`config.mk`:
```
export PLATFORM = sky130hd
export DESIGN_NAME = adc_serial_frontend
export DESIGN_NICKNAME = d
export VERILOG_FILES = /design/src/rtl/sfe_pkg.sv /design/src/rtl/sfe_frame_ctl.sv /design/src/rtl/sfe_chan_seq.sv /design/src/rtl/sfe_conv_stub.sv /design/src/rtl/adc_serial_frontend.sv
export SDC_FILE = /design/constraint.sdc
export NUM_CORES = 1
export LEC_CHECK = 0
export BUFFER_PORTS_ARGS = -buffer_cell sky130_fd_sc_hd__buf_2
export CORE_MARGIN = 5
export CORE_UTILIZATION = 55
export CTS_CLUSTER_SIZE = 10
export DETAILED_ROUTE_END_ITERATION = 7
export PLACE_DENSITY_LB_ADDON = 0.05
export SYNTH_ARGS = -nofsm -noshare
export SYNTH_HDL_FRONTEND = slang
export SYNTH_HIERARCHICAL = 1
export SYNTH_SLANG_ARGS = --single-unit
```
`constraint.sdc`:
```
create_clock -name clk -period 3.13 [get_ports clk]
set_input_delay 0.1565 -clock clk [delete_from_list [all_inputs] [get_ports clk]]
set_output_delay 0.1565 -clock clk [all_outputs]
set_load 0.005 [all_outputs]
```
`src/rtl/sfe_pkg.sv`:
```
package sfe_pkg;
  typedef struct packed {
    logic start;  // select fell this cycle
    logic mid;    // mux-selection edge of the frame
    logic done;   // last counted serial edge
    logic abort;  // select rose before the last edge
  } frame_evt_t;
endpackage

```
`src/rtl/sfe_frame_ctl.sv`:
```
module sfe_frame_ctl
  import sfe_pkg::*;
#(
  parameter int FRAME_W  = 16,
  parameter int MID_EDGE = 14
) (
  input  logic               clk,
  input  logic               rst_n,
  input  logic               cs_n,
  input  logic               sclk,
  input  logic               din,
  input  logic [FRAME_W-1:0] tx_word,
  output logic               dout,
  output logic               dout_oe,
  output frame_evt_t         evt,
  output logic [FRAME_W-1:0] rx_next
);
  localparam int CNT_W = $clog2(FRAME_W + 1);

  logic               cs_q, sclk_q, active;
  logic [CNT_W-1:0]   cnt;
  logic [FRAME_W-1:0] rx_q, tx_q;
  logic               cs_fall, cs_rise, s_fall;

  assign cs_fall = cs_q & ~cs_n;
  assign cs_rise = ~cs_q & cs_n;
  assign s_fall  = sclk_q & ~sclk & ~cs_n & ~cs_fall & active &
                   (cnt < CNT_W'(FRAME_W));
  assign rx_next = {rx_q[FRAME_W-2:0], din};

  assign evt.start = cs_fall;
  assign evt.mid   = s_fall && (cnt == CNT_W'(MID_EDGE - 1));
  assign evt.done  = s_fall && (cnt == CNT_W'(FRAME_W - 1));
  assign evt.abort = cs_rise && active && (cnt != CNT_W'(FRAME_W));

  assign dout = tx_q[FRAME_W-1];

  always_ff @(posedge clk or negedge rst_n) begin
    if (!rst_n) begin
      cs_q    <= 1'b1;
      sclk_q  <= 1'b0;
      active  <= 1'b0;
      cnt     <= '0;
      rx_q    <= '0;
      tx_q    <= '1;
      dout_oe <= 1'b0;
    end else begin
      cs_q   <= cs_n;
      sclk_q <= sclk;
      if (cs_fall) begin
        active  <= 1'b1;
        cnt     <= '0;
        rx_q    <= '0;
        tx_q    <= tx_word;
        dout_oe <= 1'b1;
      end else if (cs_rise) begin
        active  <= 1'b0;
        dout_oe <= 1'b0;
      end else if (s_fall) begin
        rx_q <= rx_next;
        tx_q <= {tx_q[FRAME_W-2:0], 1'b1};
        cnt  <= cnt + 1'b1;
        if (cnt == CNT_W'(FRAME_W - 1)) dout_oe <= 1'b0;
      end
    end
  end

  // the edge counter never passes the frame length
  a_r3_count_bounded: assert property (@(posedge clk) disable iff (!rst_n)
    cnt <= CNT_W'(FRAME_W));
  // select high for a cycle leaves the output undriven
  a_r8_idle_undriven: assert property (@(posedge clk) disable iff (!rst_n)
    cs_n |=> !dout_oe);
  // the last counted edge releases the output
  a_r8_release_at_end: assert property (@(posedge clk) disable iff (!rst_n)
    evt.done |=> !dout_oe);
endmodule

```
`src/rtl/sfe_chan_seq.sv`:
```
module sfe_chan_seq #(
  parameter int NCH  = 8,
  localparam int CH_W = $clog2(NCH)
) (
  input  logic [NCH-1:0]  en,
  input  logic            rpt,
  input  logic [CH_W-1:0] cur,
  output logic [CH_W-1:0] nxt
);
  logic [CH_W-1:0] lowest, after;

  always_comb begin
    lowest = '0;
    for (int i = NCH - 1; i >= 0; i--)
      if (en[i]) lowest = CH_W'(i);
    after = lowest;
    for (int k = NCH; k >= 1; k--)
      if (en[(int'(cur) + k) % NCH]) after = CH_W'((int'(cur) + k) % NCH);
    nxt = rpt ? after : lowest;
  end
endmodule

```
`src/rtl/sfe_conv_stub.sv`:
```
module sfe_conv_stub #(
  parameter int NCH   = 8,
  parameter int RES_W = 10,
  localparam int CH_W = $clog2(NCH)
) (
  input  logic [CH_W-1:0]  chan,
  output logic [RES_W-1:0] code
);
  // pattern: channel bits, then their complement, alternating, truncated
  for (genvar j = 0; j < RES_W; j++) begin : g_bit
    localparam int SEG = j / CH_W;
    localparam int POS = CH_W - 1 - (j % CH_W);
    if (SEG % 2 == 1) begin : g_inv
      assign code[RES_W-1-j] = ~chan[POS];
    end else begin : g_pass
      assign code[RES_W-1-j] = chan[POS];
    end
  end
endmodule

```
`src/rtl/adc_serial_frontend.sv`:
```
module adc_serial_frontend
  import sfe_pkg::*;
#(
  parameter int NCH     = 8,
  parameter int RES_W   = 10,
  parameter int ADDR_W  = 4,
  parameter int FRAME_W = 16
) (
  input  logic               clk,
  input  logic               rst_n,
  input  logic               cs_n,
  input  logic               sclk,
  input  logic               din,
  output logic               dout,
  output logic               dout_oe,
  output logic               ref_ext_sel,
  output logic               low_power,
  output logic [FRAME_W-1:0] ctrl_word
);
  localparam int CH_W     = $clog2(NCH);
  localparam int WR_POS   = FRAME_W - 1;
  localparam int RPT_POS  = FRAME_W - 2;
  localparam int EN_TOP   = FRAME_W - 3;
  localparam int REF_POS  = 2;
  localparam int PPD_POS  = 0;
  localparam int MID_EDGE = FRAME_W - 2;
  localparam int TAG_W    = ADDR_W + RES_W;
  localparam int PAD_W    = FRAME_W - TAG_W;

  frame_evt_t         evt;
  logic [FRAME_W-1:0] rx_next, tx_word, mid_word, src_word, ctrl_q;
  logic [CH_W-1:0]    chan_sel, conv_chan, pend_chan, seq_nxt;
  logic [NCH-1:0]     en;
  logic [RES_W-1:0]   code;
  logic [TAG_W-1:0]   res_word;
  logic               res_valid;

  assign tx_word = (res_valid && !ctrl_q[PPD_POS]) ?
                   {res_word, {PAD_W{1'b0}}} : '1;

  sfe_frame_ctl #(.FRAME_W(FRAME_W), .MID_EDGE(MID_EDGE)) u_frame (
    .clk(clk), .rst_n(rst_n), .cs_n(cs_n), .sclk(sclk), .din(din),
    .tx_word(tx_word), .dout(dout), .dout_oe(dout_oe),
    .evt(evt), .rx_next(rx_next)
  );

  // at the mux edge the word is partly in: align it to its final positions
  assign mid_word = rx_next << (FRAME_W - MID_EDGE);
  assign src_word = mid_word[WR_POS] ? mid_word : ctrl_q;

  for (genvar i = 0; i < NCH; i++) begin : g_en
    assign en[i] = src_word[EN_TOP-i];
  end

  sfe_chan_seq #(.NCH(NCH)) u_seq (
    .en(en), .rpt(src_word[RPT_POS]), .cur(conv_chan), .nxt(seq_nxt)
  );

  sfe_conv_stub #(.NCH(NCH), .RES_W(RES_W)) u_stub (
    .chan(conv_chan), .code(code)
  );

  always_ff @(posedge clk or negedge rst_n) begin
    if (!rst_n) begin
      ctrl_q    <= '0;
      chan_sel  <= '0;
      conv_chan <= '0;
      pend_chan <= '0;
      res_word  <= '0;
      res_valid <= 1'b0;
    end else begin
      if (evt.start) begin
        conv_chan <= chan_sel;
        res_valid <= 1'b0;
      end
      if (evt.mid) pend_chan <= seq_nxt;
      if (evt.done) begin
        res_valid <= 1'b1;
        res_word  <= {ADDR_W'(conv_chan), code};
        chan_sel  <= pend_chan;
        if (rx_next[WR_POS]) ctrl_q <= {1'b0, rx_next[FRAME_W-2:0]};
      end
    end
  end

  assign ctrl_word   = ctrl_q;
  assign ref_ext_sel = ctrl_q[REF_POS];
  assign low_power   = ctrl_q[PPD_POS];

  // the register moves only on a completed frame
  a_r4_commit_only_at_end: assert property (@(posedge clk) disable iff (!rst_n)
    !$stable(ctrl_q) |-> $past(evt.done));
  // an aborted frame leaves the register as it was
  a_r5_abort_keeps_ctrl: assert property (@(posedge clk) disable iff (!rst_n)
    evt.abort |=> $stable(ctrl_q));
  // a result becomes pending only from a completed frame
  a_r7_result_from_done: assert property (@(posedge clk) disable iff (!rst_n)
    $rose(res_valid) |-> $past(evt.done));
endmodule

```
# Word-level counts from Yosys, hierarchy flattened

Cells that the tools add are included.

Bits in registers: 78
Input port bits: 5
Word-level logic and storage cells: 136

$add $sub $neg: 9
Order comparisons: 9
Eq/ne operators: 3
Muxes and demuxes: 60
Bitwise logic cells: 22
Reduce and logical (&&, ||, !) cells: 20

Operators with widths:

| kind                                                  | count |
|---|---|
| 2-to-1 mux 16 bit                                     | 4 |
| 2-to-1 mux 15 bit                                     | 4 |
| 2-to-1 mux 3 bit                                      | 17 |
| < comparator 4 x 5 -> 1 bit, second input constant    | 8 |
| binary-select mux 1 bit (select 3 bit)                | 8 |
| 2-to-1 mux 1 bit                                      | 24 |
| OR reduction 3 bit                                    | 8 |
| 2-to-1 mux 5 bit                                      | 3 |
| adder 3 bit, second input constant                    | 4 |
| equality test 5 x 4 -> 1 bit, second input constant   | 2 |
| bitwise AND 1 bit, first input constant               | 8 |
| bitwise AND 1 bit                                     | 7 |
| inverter 1 bit                                        | 7 |
| adder 3 x 1 -> 3 bit, second input constant           | 2 |
| adder 3 x 2 -> 3 bit, second input constant           | 2 |
| AND reduction 2 bit                                   | 3 |
| nonzero test 2 bit                                    | 3 |
| nonzero test 3 bit                                    | 2 |
| adder 5 x 1 -> 5 bit, second input constant           | 1 |
| < comparator 5 bit, second input constant             | 1 |
| logical AND 1 bit                                     | 3 |
| inequality test 2 x 1 -> 1 bit, second input constant | 1 |
| zero test 1 bit                                       | 1 |

# Longest topological paths before layout

Depth after elaboration: 18
Mapped depth: 12
Gate-level depth less buffers: 9

# Modules after synthesis

Netlist, hierarchy kept.

By module, submodules not included:

| module              | times used | cells each | area each (µm²) | seq. area each (µm²) |
|---|---|---|---|---|
| sfe_frame_ctl       | 1          | 223        | 2190.9          | 1022.2 |
| adc_serial_frontend | 1          | 111        | 1686.6          | 950.9 |
| sfe_chan_seq        | 1          | 136        | 1186.1          | 0.0 |
| sfe_conv_stub       | 1          | 10         | 63.8            | 0.0 |

# Worst setup path before layout

Ideal clock, no wire load.

Path kind: reg-to-reg
From: register conv_chan[1]
To: register pend_chan[1]
Library setup time: 125 ps
Data arrival time: 3245 ps
Slack: -239 ps
Cell stages (with the launch flop): 13
Buffers on the path: 3
Period minus slack after synthesis: 3369 ps
Cells stage by stage: dfrtp_1 buf_2 clkbuf_1 inv_1 ha_1 buf_6 mux4_2 a2111o_1 o21ai_2 a22oi_2 a2111oi_4 o22ai_1 mux2_2

Longest elaborated chain between the ends: 13

RTL lines:

| what                                                | line                      | RTL |
|---|---|---|
| start: declaration                                  | adc_serial_frontend.sv:32 | `logic [CH_W-1:0] chan_sel, conv_chan, pend_chan, seq_nxt;` |
| start signal: assignment                            | adc_serial_frontend.sv:73 | `conv_chan <= chan_sel;` |
| adder 3 x 1 -> 3 bit                                | sfe_chan_seq.sv:18        | `if (en[(int'(cur) + k) % NCH]) after = CH_W'((int'(cur) + k) % NCH);` |
| binary-select mux 1 bit (select 3 bit)              | sfe_chan_seq.sv:18        |  |
| 2-to-1 mux 1 bit (not written as such) (2 in a row) | sfe_chan_seq.sv:18        |  |
| 2-to-1 mux 3 bit (7 in a row)                       | sfe_chan_seq.sv:18        |  |
| 2-to-1 mux 3 bit (*)                                | sfe_chan_seq.sv:18        |  |
| 2-to-1 mux 3 bit (*)                                | sfe_chan_seq.sv:19        | `nxt = rpt ? after : lowest;` |
| via seq_nxt[1]                                      | adc_serial_frontend.sv:32 |  |
| end signal: assignment                              | adc_serial_frontend.sv:76 | `if (evt.mid) pend_chan <= seq_nxt;` |
| end: declaration                                    | adc_serial_frontend.sv:32 |  |

The timed path passes the listed nets; every way through them passes the cells marked *. The select of a mux whose other input is x is not followed.
A chain may end at the register's enable or synchronous reset.

# Worst setup path after layout

Same ends and word-level chain as after synthesis.

==> out/qor.yml <==
status: "finished, final reports clean"
cp-startpoint: "conv_chan[1]$_DFFE_PN0P_"
drcViolationCount: 0
groute.usage.overall_pct: 21.68
wirelength_mm: 11.50
grt_start_max_net_pins: 79
cts-root-buf: "clkbuf_8"
hold_violations: 0
critPathMaxFanout: 8
maxSlewHeadroom_pct: 33.96
postCtsSetupBuffers: 0
cts_buffer_depth: 2
antenna_found_initial: 0
routedWlPerCell_um: 19.27
clk_latency_ns: 0.34
syn_inst: 476
fin_nets: 494
syn_to_final_growth_pct: 5.571
clk_pin_slew_ns: 0.09
dieArea_um2: 11300
via_per_inst: 6.147
setup_viol: 0
arrival_ns: 3.11
regToRegStartpoint: "conv_chan[1]$_DFFE_PN0P_"
finalCritPeriodShare_pct: 91.72
cts.sinks: 78
syn_area_um2: 5099
syn_nets: 489
ant_nets: 0
drtIter0Drc: 201
drive_gt1_share_pct: 31.28
fp.coreArea_um2: 9153
grt_pass1_vias: 3748
htreeDepth: 3
rows: 35
setup_tns_ns: 0
placement.io_buffers: 23
hp-class: "in2reg"
place.gp.congestion: 0.8431
first_pass_iters: 4
layout_commonest_cell: "dfrtp_1"
p_per_area_nw_per_um2: 387.9
slew_violations: 0
cts_buffers: 9
die_w_um: 106.3
grt_first_pass_wirelength_mm: 19.58
initial_utilization_pct: 55.71
cp.required_ns: 3.37
dp.cells: 578
worstSetupPathType: "reg2reg"
fin_skew_ns: 0.01352
layout_common_cells: "dfrtp_1 (58), nand2_1 (41), mux2_2 (40), buf_2 (22)"
worst_pin_slew_ns: 0.9906
power_leakage_nw: 2.427
final_cell_count_no_fill: 597
avgSynthCellArea_um2: 10.71
layout_min_cycle_time_ns: 2.871
die_h_um: 106.3
ir_drop_uv: 307.7
cap_violations: 0
dp_hpwl_mm: 7.747
max_freq_ghz: 0.3483
vias: 3670
worstSetupStartpointType: "flip-flop"
synth_warnings: 6
endpoint_kind: "flip-flop"
pin_count: 25
rsz0062_at_grt: "no"
gr-total-overflow: 0
hold_path.startpoint: "din"
diodes: 0
cts_tree: "built"
-- final cells by class --
| class | count | area, um^2 |
|---|---|---|
| Clock buffer | 9 | 123.9 |
| Clock inverter | 7 | 62.56 |
| Fill cell | 806 | 3770 |
| Inverter | 22 | 82.58 |
| Multi-Input combinational cell | 327 | 2723 |
| Sequential cell | 78 | 1977 |
| Tap cell | 111 | 138.9 |
| Timing Repair Buffer | 43 | 275.3 |
-- where the power goes --
group | total (mW) | leakage, nW | internal (mW) | switching [mW]
Sequential | 1.14 | 1.02 | 1.11 | 0.0394
Combinational | 0.216 | 1.31 | 0.0869 | 0.129
Clock | 0.727 | 0.0984 | 0.308 | 0.419
-- path summary, 6_finish.rpt --
check / cells past startpoint / to / slack (ns)
worst max-delay path: 9 / pend_chan[1]$_DFFE_PN0P_ / 0.26
worst min-delay path: 2 / ctrl_word[0]$_DFFE_PN0P_ / 0.06
worst max register to register: 9 / pend_chan[1]$_DFFE_PN0P_ / 0.26
worst min register to register: 1 / res_valid$_DFFE_PN0P_ / 0.50
max in group asynchronous: 2 / conv_chan[1]$_DFFE_PN0P_ / 1.93
min in group asynchronous: 2 / ctrl_word[6]$_DFFE_PN0P_ / 0.50
-- metrics by stage --
stage          worst slack (ns)  instance area (um^2)  hold slack [ns]  total power [mW]  utilization [%]
4_1_cts                  0.1660                  5381          0.04250             2.119            58.80
2_1_floorplan         0.0007749                  5105          -0.1391             1.309                -
3_5_place_dp             0.1693                  5165           0.3152             1.377            56.43
3_3_place_gp             0.2592                  5165           0.3122             1.371            56.43
5_1_grt                 0.07775                  5383          0.06026             2.208            58.81
6_report                 0.2592                  5383          0.06277             2.088            58.81
-- per-layer routing --
| layer | up-vias | routed length, um | global-route usage [%] |
|---|---|---|---|
| met5 | - | 0 | 0 |
| met4 | 0 | 138 | 4.718 |
| met3 | 11 | 389 | 3.764 |
| met2 | 63 | 5787 | 36.52 |
| met1 | 1832 | 5188 | 29.40 |
| li1 | 1764 | - | - |
-- sequential cells by signal, summed over array words and instances, names as in the netlist --
| signal | count |
|---|---|
| res_valid | 1 |
| u_frame/rx_q | 15 |
| res_word | 13 |
| u_frame/cnt | 5 |
| u_frame/tx_q | 16 |
| u_frame/cs_q | 1 |
| u_frame/active | 1 |
| u_frame/dout_oe | 1 |
| u_frame/sclk_q | 1 |
| pend_chan | 3 |
| chan_sel | 3 |
| ctrl_word | 15 |
| conv_chan | 3 |
-- what timing repair did --
| item | CTS | global route |
|---|---|---|
| hold buffers | 3 | 0 |
| gates resized for setup | 0 | 1 |
| setup endpoints to repair | 0 | 2 |
| endpoints found under the hold margin | 11 | 0 |
-- critical path: stages, from the launching register on --
cell	delay [ns]
dfrtp_2	0.36
inv_1	0.11
ha_1	0.51
mux4_2	0.55
a2111o_1	0.36
o21ai_2	0.07
a22oi_2	0.09
a2111oi_4	0.31
o22ai_1	0.13
mux2_2	0.28
Note: power is estimated with default switching activity, not from simulation.
